`src/rtl/bootrom_pkg.sv`:
```
package bootrom_pkg;
  typedef enum logic [2:0] {
    ST_IDLE, ST_LSET, ST_LSTB, ST_LHLD, ST_FETCH, ST_DONE
  } fsm_t;

  // number of fetches minus one for a read size code
  function automatic logic [1:0] fetches_m1(input logic [1:0] sz);
    case (sz)
      2'b00:   fetches_m1 = 2'd0;
      2'b01:   fetches_m1 = 2'd1;
      default: fetches_m1 = 2'd3;
    endcase
  endfunction
endpackage

```
`src/rtl/rom_size_decode.sv`:
```
module rom_size_decode #(
  parameter int ADDR_W = 18,
  parameter int LINES  = 15
) (
  input  logic [2:0]        code_i,
  output logic              present_o,
  output logic              big_o,
  output logic [ADDR_W-1:0] mask_o
);
  localparam int DIRECT_BITS = LINES;  // bits reachable without the latch

  logic [4:0] bits;

  always_comb begin
    present_o = (code_i[2:1] != 2'b00);
    bits      = 5'(code_i) + 5'd11;
    big_o     = present_o && (int'(bits) > DIRECT_BITS);
    mask_o    = present_o ? ~({ADDR_W{1'b1}} << bits) : '0;
  end
endmodule

```
`src/rtl/rom_fetch_seq.sv`:
```
module rom_fetch_seq
  import bootrom_pkg::*;
#(
  parameter int ADDR_W = 18,
  parameter int LINES  = 15,
  parameter int HI_LO  = 10,
  parameter int WAIT_W = 4
) (
  input  logic              clk,
  input  logic              rst_n,
  input  logic              start_i,
  input  logic [1:0]        size_i,
  input  logic [ADDR_W-1:0] addr_i,
  input  logic              present_i,
  input  logic              big_i,
  input  logic [ADDR_W-1:0] mask_i,
  input  logic [WAIT_W-1:0] wait_i,
  output logic              clr_o,
  output logic              smp_o,
  output logic [1:0]        lane_o,
  output logic              ready_o,
  output logic [LINES-1:0]  rom_addr_o,
  output logic              rom_cs_n_o,
  output logic              rom_oe_n_o
);
  localparam int HI_W = ADDR_W - LINES + 1;

  fsm_t              st_q, st_d;
  logic [ADDR_W-1:0] base_q, base_d;
  logic [1:0]        lane0_q, lane0_d, nf_q, nf_d, k_q, k_d;
  logic [WAIT_W-1:0] cnt_q, cnt_d, wlast;
  logic [ADDR_W-1:0] fa;

  assign wlast  = (wait_i == '0) ? '0 : wait_i - 1'b1;
  assign fa     = (base_q + ADDR_W'(k_q)) & mask_i;
  assign lane_o = lane0_q + k_q;

  // next-state logic
  always_comb begin
    st_d = st_q; base_d = base_q; lane0_d = lane0_q; nf_d = nf_q;
    k_d = k_q; cnt_d = cnt_q;
    clr_o = 1'b0; smp_o = 1'b0;
    case (st_q)
      ST_IDLE: if (start_i) begin
        clr_o   = 1'b1;
        base_d  = addr_i & mask_i;
        lane0_d = addr_i[1:0];
        nf_d    = fetches_m1(size_i);
        k_d     = '0;
        cnt_d   = '0;
        st_d    = !present_i ? ST_DONE : (big_i ? ST_LSET : ST_FETCH);
      end
      ST_LSET: st_d = ST_LSTB;
      ST_LSTB: st_d = ST_LHLD;
      ST_LHLD: st_d = ST_FETCH;
      ST_FETCH: begin
        if (cnt_q == wlast) begin
          smp_o = 1'b1;
          cnt_d = '0;
          if (k_q == nf_q) st_d = ST_DONE;
          else begin
            k_d  = k_q + 2'd1;
            st_d = big_i ? ST_LSET : ST_FETCH;
          end
        end else cnt_d = cnt_q + 1'b1;
      end
      default: st_d = ST_IDLE;  // ST_DONE
    endcase
  end

  // registers
  always_ff @(posedge clk or negedge rst_n) begin
    if (!rst_n) begin
      st_q <= ST_IDLE; base_q <= '0; lane0_q <= '0; nf_q <= '0;
      k_q <= '0; cnt_q <= '0;
    end else begin
      st_q <= st_d; base_q <= base_d; lane0_q <= lane0_d; nf_q <= nf_d;
      k_q <= k_d; cnt_q <= cnt_d;
    end
  end

  // output decode from state
  always_comb begin
    rom_addr_o = '0;
    rom_cs_n_o = 1'b1;
    rom_oe_n_o = 1'b1;
    ready_o    = (st_q == ST_DONE);
    case (st_q)
      ST_LSET, ST_LSTB, ST_LHLD: begin
        rom_addr_o[HI_LO-1:0]     = fa[HI_LO-1:0];
        rom_addr_o[HI_LO +: HI_W] = fa[ADDR_W-1 -: HI_W];
        rom_addr_o[LINES-1]       = (st_q == ST_LSTB);
      end
      ST_FETCH: begin
        rom_addr_o = fa[LINES-1:0];
        if (big_i) rom_addr_o[LINES-1] = 1'b0;
        rom_cs_n_o = 1'b0;
        rom_oe_n_o = 1'b0;
      end
      default: ;
    endcase
  end

  // latch strobe is exactly one cycle wide
  p_strobe_pulse_r8: assert property (@(posedge clk) disable iff (!rst_n)
    big_i && rom_addr_o[LINES-1] |=> !rom_addr_o[LINES-1]);

  // every chip-select fall on a large ROM follows a strobe two cycles back
  p_hi_before_cs_r8: assert property (@(posedge clk) disable iff (!rst_n)
    big_i && $fell(rom_cs_n_o) |-> $past(rom_addr_o[LINES-1], 2));

  // read strobe only inside chip select
  p_oe_in_cs_r9: assert property (@(posedge clk) disable iff (!rst_n)
    !rom_oe_n_o |-> !rom_cs_n_o);

  // ready is a single pulse
  p_ready_pulse_r4: assert property (@(posedge clk) disable iff (!rst_n)
    ready_o |=> !ready_o);
endmodule

```
`src/rtl/rom_lane_pack.sv`:
```
module rom_lane_pack (
  input  logic        clk,
  input  logic        rst_n,
  input  logic        clr_i,
  input  logic        wr_i,
  input  logic [1:0]  lane_i,
  input  logic [7:0]  byte_i,
  output logic [31:0] data_o
);
  logic [31:0] data_d;

  always_comb begin
    data_d = data_o;
    if (clr_i) data_d = '0;
    else if (wr_i) data_d[8*lane_i +: 8] = byte_i;
  end

  always_ff @(posedge clk or negedge rst_n) begin
    if (!rst_n) data_o <= '0;
    else if (clr_i || wr_i) data_o <= data_d;
  end
endmodule

```
`src/rtl/bootrom_reader.sv`:
```
module bootrom_reader #(
  parameter int ADDR_W = 18,
  parameter int LINES  = 15,
  parameter int HI_LO  = 10,
  parameter int WAIT_W = 4
) (
  input  logic              clk,
  input  logic              rst_n,
  input  logic              rd_start,
  input  logic [1:0]        rd_size,
  input  logic [ADDR_W-1:0] host_addr,
  input  logic [2:0]        rom_size,
  input  logic [WAIT_W-1:0] fetch_wait,
  output logic [31:0]       rd_data,
  output logic              rd_ready,
  output logic [LINES-1:0]  rom_addr,
  output logic              rom_cs_n,
  output logic              rom_oe_n,
  input  logic [7:0]        rom_data
);
  logic              present, big, clr, smp;
  logic [ADDR_W-1:0] mask;
  logic [1:0]        lane;

  rom_size_decode #(.ADDR_W(ADDR_W), .LINES(LINES)) u_dec (
    .code_i(rom_size), .present_o(present), .big_o(big), .mask_o(mask));

  rom_fetch_seq #(.ADDR_W(ADDR_W), .LINES(LINES), .HI_LO(HI_LO), .WAIT_W(WAIT_W)) u_seq (
    .clk(clk), .rst_n(rst_n), .start_i(rd_start), .size_i(rd_size),
    .addr_i(host_addr), .present_i(present), .big_i(big), .mask_i(mask),
    .wait_i(fetch_wait), .clr_o(clr), .smp_o(smp), .lane_o(lane),
    .ready_o(rd_ready), .rom_addr_o(rom_addr), .rom_cs_n_o(rom_cs_n),
    .rom_oe_n_o(rom_oe_n));

  rom_lane_pack u_pack (
    .clk(clk), .rst_n(rst_n), .clr_i(clr), .wr_i(smp), .lane_i(lane),
    .byte_i(rom_data), .data_o(rd_data));

  // no ROM fitted: chip select never asserted
  p_no_rom_cs_r6: assert property (@(posedge clk) disable iff (!rst_n)
    !present |-> rom_cs_n);
endmodule

```
`config.mk`:
```
export PLATFORM = sky130hd
export DESIGN_NAME = bootrom_reader
export DESIGN_NICKNAME = d
export VERILOG_FILES = /design/src/rtl/bootrom_pkg.sv /design/src/rtl/rom_size_decode.sv /design/src/rtl/rom_fetch_seq.sv /design/src/rtl/rom_lane_pack.sv /design/src/rtl/bootrom_reader.sv
export SDC_FILE = /design/constraint.sdc
export NUM_CORES = 1
export LEC_CHECK = 0
export ABC_AREA = 1
export ABC_CLOCK_PERIOD_IN_PS = 3100
export BUFFER_PORTS_ARGS = -buffer_cell sky130_fd_sc_hd__buf_4
export CELL_PAD_IN_SITES_DETAIL_PLACEMENT = 1
export CELL_PAD_IN_SITES_GLOBAL_PLACEMENT = 1
export CORE_MARGIN = 4
export CORE_UTILIZATION = 39
export CTS_BUF_LIST = sky130_fd_sc_hd__clkbuf_8 sky130_fd_sc_hd__clkbuf_16
export DETAILED_ROUTE_END_ITERATION = 6
export HOLD_SLACK_MARGIN = 0.03
export PLACE_DENSITY = 0.91
export SYNTH_ARGS = -nofsm -noshare
export SYNTH_HDL_FRONTEND = slang
export SYNTH_SLANG_ARGS = --single-unit
```
`constraint.sdc`:
```
create_clock -name clk -period 3.1 [get_ports clk]
set_input_delay 0.62 -clock clk [delete_from_list [all_inputs] [get_ports clk]]
set_output_delay 0.62 -clock clk [all_outputs]
set_load 0.02 [all_outputs]
```
# --- Word-level counts from Yosys, hierarchy flattened ---
# Cells that the tools add are included.
# Widths: inputs -> output; s select.
classes:
  n_mux: 26
  n_reduce_logical: 14
  magnitude_cmp: 1
  bitwise_logic: 3
  addsub: 7
  eq_ne: 11
  shift: 3
op_table:
  columns: ["cell", "n"]
  rows:
  - ["$mux 32", 2]
  - ["$and 18x18->18", 2]
  - ["$neg 5->34", 1]
  - ["$shift 8x34->32 const A", 1]
  - ["$shiftx 8x34->32", 1]
  - ["$bwmux 32", 1]
  - ["$pmux 15 s2", 1]
  - ["$add 18x2->18", 1]
  - ["$mux 18", 1]
  - ["$not 18->18", 1]
  - ["$shl 18x5->18 const A", 1]
  - ["$mux 3", 5]
  - ["$pmux 3 s5", 1]
  - ["$mux 4", 3]
  - ["$pmux 2 s2", 2]
  - ["$pmux 4 s2", 1]
  - ["$reduce_and 2->1", 4]
  - ["$eq 3x2->1 const B", 2]
  - ["$eq 3x3->1 const B", 2]
  - ["$mux 1", 6]
  - ["$mux 2", 3]
  - ["$reduce_bool 2->1", 3]
  - ["$add 3x4->5 const B", 1]
  - ["$gt 5x4->1 const B", 1]
  - ["17 further kinds", 18]
totals:
  ff_bits: 63
  output_inout_bits: 50
  elab_cells: 72
  in_bits: 38

# --- Depth between registers and ports, before layout ---
# Gate-level depths: netlist (run 1).
logic_depth:
  depth_word: 7
  depth_mapped: 12
  mapped_depth_nobuf: 12

# --- Cells and area by module ---
# Synthesis (run 1) repeated with hierarchy kept, for this count alone.
unflattened:
  hier_cells: 559
  area_unflattened_um2: 4119.0
by_module_without_submodules:
  columns: ["mod", "cells_per_inst", "seq_area_each_um2", "area_per_inst_um2", "instances"]
  rows:
  - ["rom_fetch_seq", 302, 775.7, 2153.3, 1]
  - ["rom_lane_pack", 205, 800.8, 1619.1, 1]
  - ["rom_size_decode", 52, 0.0, 346.6, 1]

# --- Least setup slack after synthesis (run 1) ---
# No wires, ideal clock.
synth_path:
  kind: "reg-to-output"
  start: "register u_seq.k_q[0]"
  end: "output rom_addr[10]"
  path_stages_with_launch: 10
  path_slack_ps: 408
  n_path_buf: 0
  arrival_time_ps: 2072
  required_ps: 2480
  cell_sequence: "dfrtp_1 ha_1 fa_1 nand2_1 nor2_2 nand3_1 nor3_2 nand3_1 nand3_1 o21ai_0"
synth_via:
  elab_chain_cells: 3
synth_lines:
  columns: ["element", "line", "rtl"]
  rows:
  - ["start: declaration", "rom_fetch_seq.sv:30", "logic [1:0] lane0_q, lane0_d, nf_q, nf_d, k_q, k_d;"]
  - ["start signal: assignment", "rom_fetch_seq.sv:78", "k_q <= k_d; cnt_q <= cnt_d;"]
  - ["$add 18x2->18", "rom_fetch_seq.sv:35", "assign fa = (base_q + ADDR_W'(k_q)) & mask_i;"]
  - ["$and 18x18->18", "rom_fetch_seq.sv:35", null]
  - ["$pmux 15 s2", "rom_fetch_seq.sv:88", "case (st_q)"]
  - ["end: declaration", "bootrom_reader.sv:16", "output logic [LINES-1:0] rom_addr,"]
# Every way passes these cells.

# --- Final worst setup path (run 1) ---
layout_path:
  start: "register u_seq.k_q[0]"
  end: "output rom_addr[14]"
layout_via:
  elab_chain_cells: 4
layout_lines:
  columns: ["element", "line", "rtl"]
  rows:
  - ["$add 18x2->18", "rom_fetch_seq.sv:35", null]
  - ["$and 18x18->18", "rom_fetch_seq.sv:35", null]
  - ["$mux 1", "rom_fetch_seq.sv:96", "if (big_i) rom_addr_o[LINES-1] = 1'b0;"]
  - ["$pmux 15 s2", "rom_fetch_seq.sv:88", null]
# Every way passes these cells.

==> results.txt, run 1 <==
Outcome: completed
Setup violations, final: 0
Slowest cell on crit path: dfrtp_2
Post-DRT Antenna Nets: 0
First DRT Iteration DRCs: 193
Relative max-transition margin: 45.2%
Initial Utilization: 39.9%
GPL Wtd Cong: 0.910
GR met1 Demand/Resource: 30.0%
Hold Worst Slack: 356 ps
Storage cell area: 1580 um2
Final Max Slew Viols: 0
Most frequent cells in the layout: nand2_1 (125), nand3_1 (103), buf_4 (95)
First-pass DRT Iterations: 4
Longest Clk Path Bufs: 2
Number of global-route vias before repair: 4325
Largest area contributor in the netlist: dfrtp_1
Met2 Usage GRT: 35.8%
Setup Skew: 6.63 ps
Setup TNS: 0 ps
Clock latency on the worst-skew pair: 350 ps
Post-Route WL: 12500 um
Most common cell after layout, fill and taps aside: nand2_1
Pre-CTS worst setup slack: 199 ps
Min cycle time layout: 3000 ps
Buffers added on ports: 87
Crit path cell chain: ha_2, fa_2, nand2_2, nor2_4, nand3_2, nor3_4, buf_4, nand3_1, nand3_1, o21ai_1, buf_4
PnR Total Power: 0.00468 W
Top Ports: 88
Largest net degree at the start of global routing: 64
CTS root buf: clkbuf_8
Met3 GRT Util: 3.72%
Share of layout cells above drive strength 1: 21.1%
CTS H-tree depth: 3
Final layout net count: 673
Syn nets: 587
# diodes: 0
Startpoint Class: flip-flop
Yosys Warn Count: 0
DRC errors left: 0
# rows: 36
Power Density: 954 nW/um2
Number of synthesized register bits: 63
Fill count: 1272
Synth Cell Area: 3880 um2
Worst EP arrival: 2380 ps
Crit path capture type: output pin
Worst Reg-to-Reg Cells: 11
Die height: 108 um
First-pass GRT wire length: 20700 um
Number of flops mapped to enable cells by yosys: 0
FMAX: 334 MHz
Critical path type: flip-flop to output pin
Ys async rst share: 100%
Die width: 108 um
Least-Margin Pin Slew: 822 ps
Yosys top cell area share: 40.6%
Total track usage: 22.4%
Worst ir drop on vdd: 0.000424 V
Final WS setup: 103 ps
GRT busiest layer: met2
Sink Count: 63
Die area: 11600 um2
# Max-Cap Violations: 0
Slowest stage delay, CP: 410 ps
Initial antenna violation count: 0
Final hold vios: 0
Via count: 4026
Area of the multi-input gates: 2000 um2
CTS tree: done
CP max FO: 4
Hpwl dp: 9220 um
Top cells by area, synth: dfrtp_1 (41%), nand3_1 (13%), nand2_1 (12%)
Cell count after synthesis: 536
WL/cell: 16.5 um
Main synth FF type: dfrtp_1
Period utilization: 96.7%
Core area: 9730 um2
Count of unique library cells instantiated by Yosys: 29
CP required: 2480 ps
Register area share after synthesis: 40.6%
Leak: 2.57 nW
Worst Hold Class: input port to asynchronous set/reset pin
CTS Buf Count: 9
Avg Cell Area, Syn: 7.24 um2
Vias per cell: 5.30
GRT overflow: 0
Layout area overhead: 26.3%
Clock transition at path regs: 70 ps
[layer usage]
layer  wire (um)  up-vias
met3         627       30
met1        5500     1957
met4         327        0
met5           0        -
met2        6070      114
li1            -     1925
[synthesized netlist by cell type, types with 4 or more instances]
cell type	count
a21oi_1	6
buf_2	9
nor2_1	48
clkbuf_1	4
nand3_1	104
nand4_1	11
nor3_1	24
xnor2_1	4
dfrtp_1	63
nand2_1	126
xor2_1	5
nor2_2	5
inv_1	58
ha_1	12
o21ai_0	30
[path summary, 6_finish.rpt]
check | start | endpoint | slack [ps]
max | u_seq.k_q[0]$_DFFE_PN0P_ | rom_addr[14] | 100
min in group clk | u_pack.data_o[5]$_DFFE_PN0P_ | u_pack.data_o[5]$_DFFE_PN0P_ | 470
min reg2reg | u_pack.data_o[5]$_DFFE_PN0P_ | u_pack.data_o[5]$_DFFE_PN0P_ | 470
max reg2reg | u_seq.k_q[0]$_DFFE_PN0P_ | u_pack.data_o[7]$_DFFE_PN0P_ | 250
min | rst_n | u_seq.base_q[10]$_DFFE_PN0P_ | 360
max in group asynchronous | rst_n | u_seq.k_q[1]$_DFFE_PN0P_ | 2160
[critical path, delay by kind of cell (launching register included)]
family | cells | cell delay (ps)
DFF | 1 | 410
buffers and inverters | 2 | 310
and+or+nand+nor | 6 | 520
AOI/OAI and AO/OA | 1 | 170
adders and majority gates | 2 | 610
[state kept, by name (all words and copies together), names as in the netlist]
name,count
u_pack.data_o,32
u_seq.base_q,18
u_seq.cnt_q,4
u_seq.st_q,3
u_seq.k_q,2
u_seq.lane0_q,2
u_seq.nf_q,2
[area by class of cell]
| class | count | share of cell area [%] |
|---|---|---|
| flip-flops and latches | 63 | 32.2 |
| clock buffers | 11 | 3.09 |
| clock inverters | 5 | 1.48 |
| inverters | 58 | 4.44 |
| multi-input cells | 395 | 40.8 |
| well taps | 133 | 3.40 |
| repair buffers | 95 | 14.6 |
[timing repair]
action	in CTS	in global routing
endpoints found under the setup margin	4	6
hold buffers	0	0
pin swaps	1	1
cloned	0	0
buffers inserted	3	1
gates resized for setup	4	9
[through the flow]
step           utilization (%)  instances  instance area (um2)
2_1_floorplan                -        536                 3880
5_1_grt                   50.4        760                 4900
6_report                  50.4        760                 4900
4_1_cts                   50.1        759                 4870
3_3_place_gp              47.4        740                 4610
3_5_place_dp              47.4        740                 4610
[where the power goes]
| part | switching (W) | leakage (nW) | total, W | internal (W) |
|---|---|---|---|---|
| combinational | 0.00168 | 1.61 | 0.00251 | 0.000828 |
| sequential | 0.000254 | 0.837 | 0.00136 | 0.00110 |
| clock | 0.000322 | 0.122 | 0.000812 | 0.000490 |
| total | 0.00226 | 2.57 | 0.00468 | 0.00242 |
[logic make-up after synthesis]
| logic type | synth area share [%] |
|---|---|
| AO/OA/AOI/OAI | 5.52 |
| XOR/XNOR | 2.03 |
| adder cells (fa/ha/maj) | 4.39 |
| buffers and inverters | 8.71 |
| flip-flops | 40.6 |
| AND/OR/NAND/NOR | 38.7 |
(Power assumes the default switching activity.)
==> run 2: changes to the inputs <==
BUFFER_PORTS_ARGS = default   (was -buffer_cell sky130_fd_sc_hd__buf_4)
CORE_UTILIZATION = 45   (was 39)
DONT_BUFFER_PORTS = 1   (was default)
PLACE_DENSITY = 0.89   (was 0.91)
==> results.txt, run 2 (synthesized netlist as in run 1, its figures left out) <==
Outcome: completed
Top Ports: 88 (unchanged)
Post-Route WL: 12400 um (-0.93%)
Total track usage: 24.7% (+2.3 points)
Largest regs: u_pack.data_o (32), u_seq.base_q (18), u_seq.cnt_q (4)
PnR Total Power: 0.00448 W (-4.2%)
Number of global-route vias before repair: 3997 (-7.6%)
Most frequent cells in the layout: nand2_1 (125), nand3_1 (103), dfrtp_1 (62)
Initial Utilization: 46.7% (+6.9 points)
# diodes: 0 (unchanged)
CTS H-tree depth: 3 (unchanged)
FMAX: 334 MHz (+0.23%)
Top reg by flops: u_pack.data_o
Critical path type: flip-flop to output pin
Setup violations, final: 0 (unchanged)
Metal2 WL: 6220 um (+2.4%)
Post-DRT Antenna Nets: 0 (unchanged)
# rows: 33 (-8.3%)
Final layout net count: 600 (-11%)
Placed cell areas: 4020 um2 (-13%)
Relative max-transition margin: 53.9% (+8.7 points)
Gate power share: 47.9% (-5.7 points)
WL met3: 716 um (+14%)
Sequential Power Share: 34.1% (+5.1 points)
Buffers added on ports: 0 (-100%)
DRC errors left: 0 (unchanged)
CP required: 2480 ps (about the same)
Highest metal used: met4
GRT overflow: 0 (unchanged)
Clock latency on the worst-skew pair: 350 ps (about the same)
Core area: 8300 um2 (-15%)
Sink Count: 63 (unchanged)
Initial antenna violation count: 0 (unchanged)
Power Density: 1030 nW/um2 (+7.8%)
Vias per cell: 5.68 (+7.2%)
Hpwl dp: 8950 um (-3.0%)
Share of layout cells above drive strength 1: 10.5% (-11 points)
First DRT Iteration DRCs: 181 (-6.2%)
Sw frac: 50.7% (+2.4 points)
Final Max Slew Viols: 0 (unchanged)
Most common cell after layout, fill and taps aside: nand2_1
Crit path cell chain: ha_2, fa_1, nand2_1, nor2_4, nand3_4, nor3_4, nand3_1, nand3_1, o21ai_0, buf_4
Setup TNS: 0 ps (unchanged)
Largest net degree at the start of global routing: 64 (unchanged)
CTS root buf: clkbuf_8
Min cycle time layout: 2990 ps (-6.97 ps)
First-pass DRT Iterations: 5 (+1)
Startpoint Class: flip-flop
# Max-Cap Violations: 0 (unchanged)
GPL Wtd Cong: 0.976 (+7.2%)
WL/cell: 18.8 um (+14%)
RSZ-0062 raised after global routing: yes
Power Internal: 0.00221 W (-8.7%)
Worst Hold Class: input port to asynchronous set/reset pin
Least-Margin Pin Slew: 686 ps (-136 ps)
Crit path capture type: output pin
CTS tree: done
Setup Skew: 11.9 ps (+5.23 ps)
Worst EP arrival: 2370 ps (about the same)
Die height: 101 um (-6.4%)
Sw Pwr: 0.00227 W (+0.63%)
Period utilization: 96.4% (-0.22 points)
Via count: 3744 (-7.0%)
Worst ir drop on vdd: 0.000461 V (+8.7%)
CP max FO: 5 (+1)
Leak: 2.20 nW (-14%)
Worst path most repeated cell: nand3_1
Slowest cell on crit path: dfrtp_2
Die width: 101 um (-6.4%)
DRT met1 WL: 5290 um (-3.7%)
Layout area overhead: 12.2%
Clk pwr share: 18.0% (+0.6 points)
Slowest stage delay, CP: 450 ps (+40 ps)
Die area: 10200 um2 (-12%)
Design area: 4350 um2 (-11%)
Longest Clk Path Bufs: 2 (unchanged)
Max FFs per register: 32 (unchanged)
Clock transition at path regs: 80 ps (about the same)
CTS Buf Count: 9 (unchanged)
First-pass GRT wire length: 19900 um (-3.9%)
Final hold vios: 0 (unchanged)
-- run 2: path summary, 6_finish.rpt --
kind | start | cells after the start | to | slack (ps)
setup / recovery | u_seq.k_q[0]$_DFFE_PN0P_ | 10 | rom_addr[14] | 110
hold / removal | rst_n | 1 | u_pack.data_o[19]$_DFFE_PN0P_ | 150
setup reg to reg | u_seq.k_q[0]$_DFFE_PN0P_ | 10 | u_pack.data_o[7]$_DFFE_PN0P_ | 380
hold reg to reg | u_seq.lane0_q[0]$_DFFE_PN0P_ | 2 | u_seq.lane0_q[0]$_DFFE_PN0P_ | 510
max in group asynchronous | rst_n | 1 | u_seq.k_q[0]$_DFFE_PN0P_ | 2680
min in group clk | rd_size[1] | 2 | u_seq.nf_q[1]$_DFFE_PN0P_ | 400
-- run 2: per-stage QoR --
step                worst slack, ps  hold WS [ps]  util [%]  std cells
floorplan                       408           324         -        536
global route                  -7.57           163      52.4        659
CTS                            49.8           156      51.7        655
global placement                373           326      48.5        638
finish                          110           151      52.4        659
detailed placement              283           325      48.5        638
-- run 2: layout make-up --
class / count / area (um2)
inverter: 58 / 218
fill: 1066 / 3950
timing repair buffer: 22 / 185
clock buffer: 10 / 138
tap: 105 / 131
sequential: 63 / 1580
multi-input combinational: 395 / 2020
clock inverter: 6 / 85.1
-- run 2: power by group through the flow --
stage	sequential, W	clock, W	combinational, W
2_1_floorplan	0.00143	0	0.00158
3_3_place_gp	0.00150	0	0.00192
3_5_place_dp	0.00152	0	0.00204
4_1_cts	0.00151	0.000819	0.00210
5_1_grt	0.00156	0.000849	0.00239
6_report	0.00153	0.000808	0.00214
-- run 2: timing repair --
action                     in CTS  in global routing
pin swaps                       0                  3
gates resized for setup         4                  8
buffers inserted                0                  4
hold endpoints to repair       63                  0
hold buffers                    1                  0
setup endpoints to repair       4                  5
-- run 2: layer usage --
layer | track usage [%] | vias up
met1 | 32.7 | 1828
li1 | - | 1784
met2 | 41.1 | 118
met3 | 4.98 | 14
met4 | 6.63 | 0
met5 | 0 | -
-- run 2: critical path: cells and delay by family, from the launching register on --
family / cells / cell delay (ps)
adder cells (fa/ha/maj): 2 / 660
AND/OR/NAND/NOR: 6 / 570
flip-flops: 1 / 450
AO/OA/AOI/OAI: 1 / 200
buffers and inverters: 1 / 170
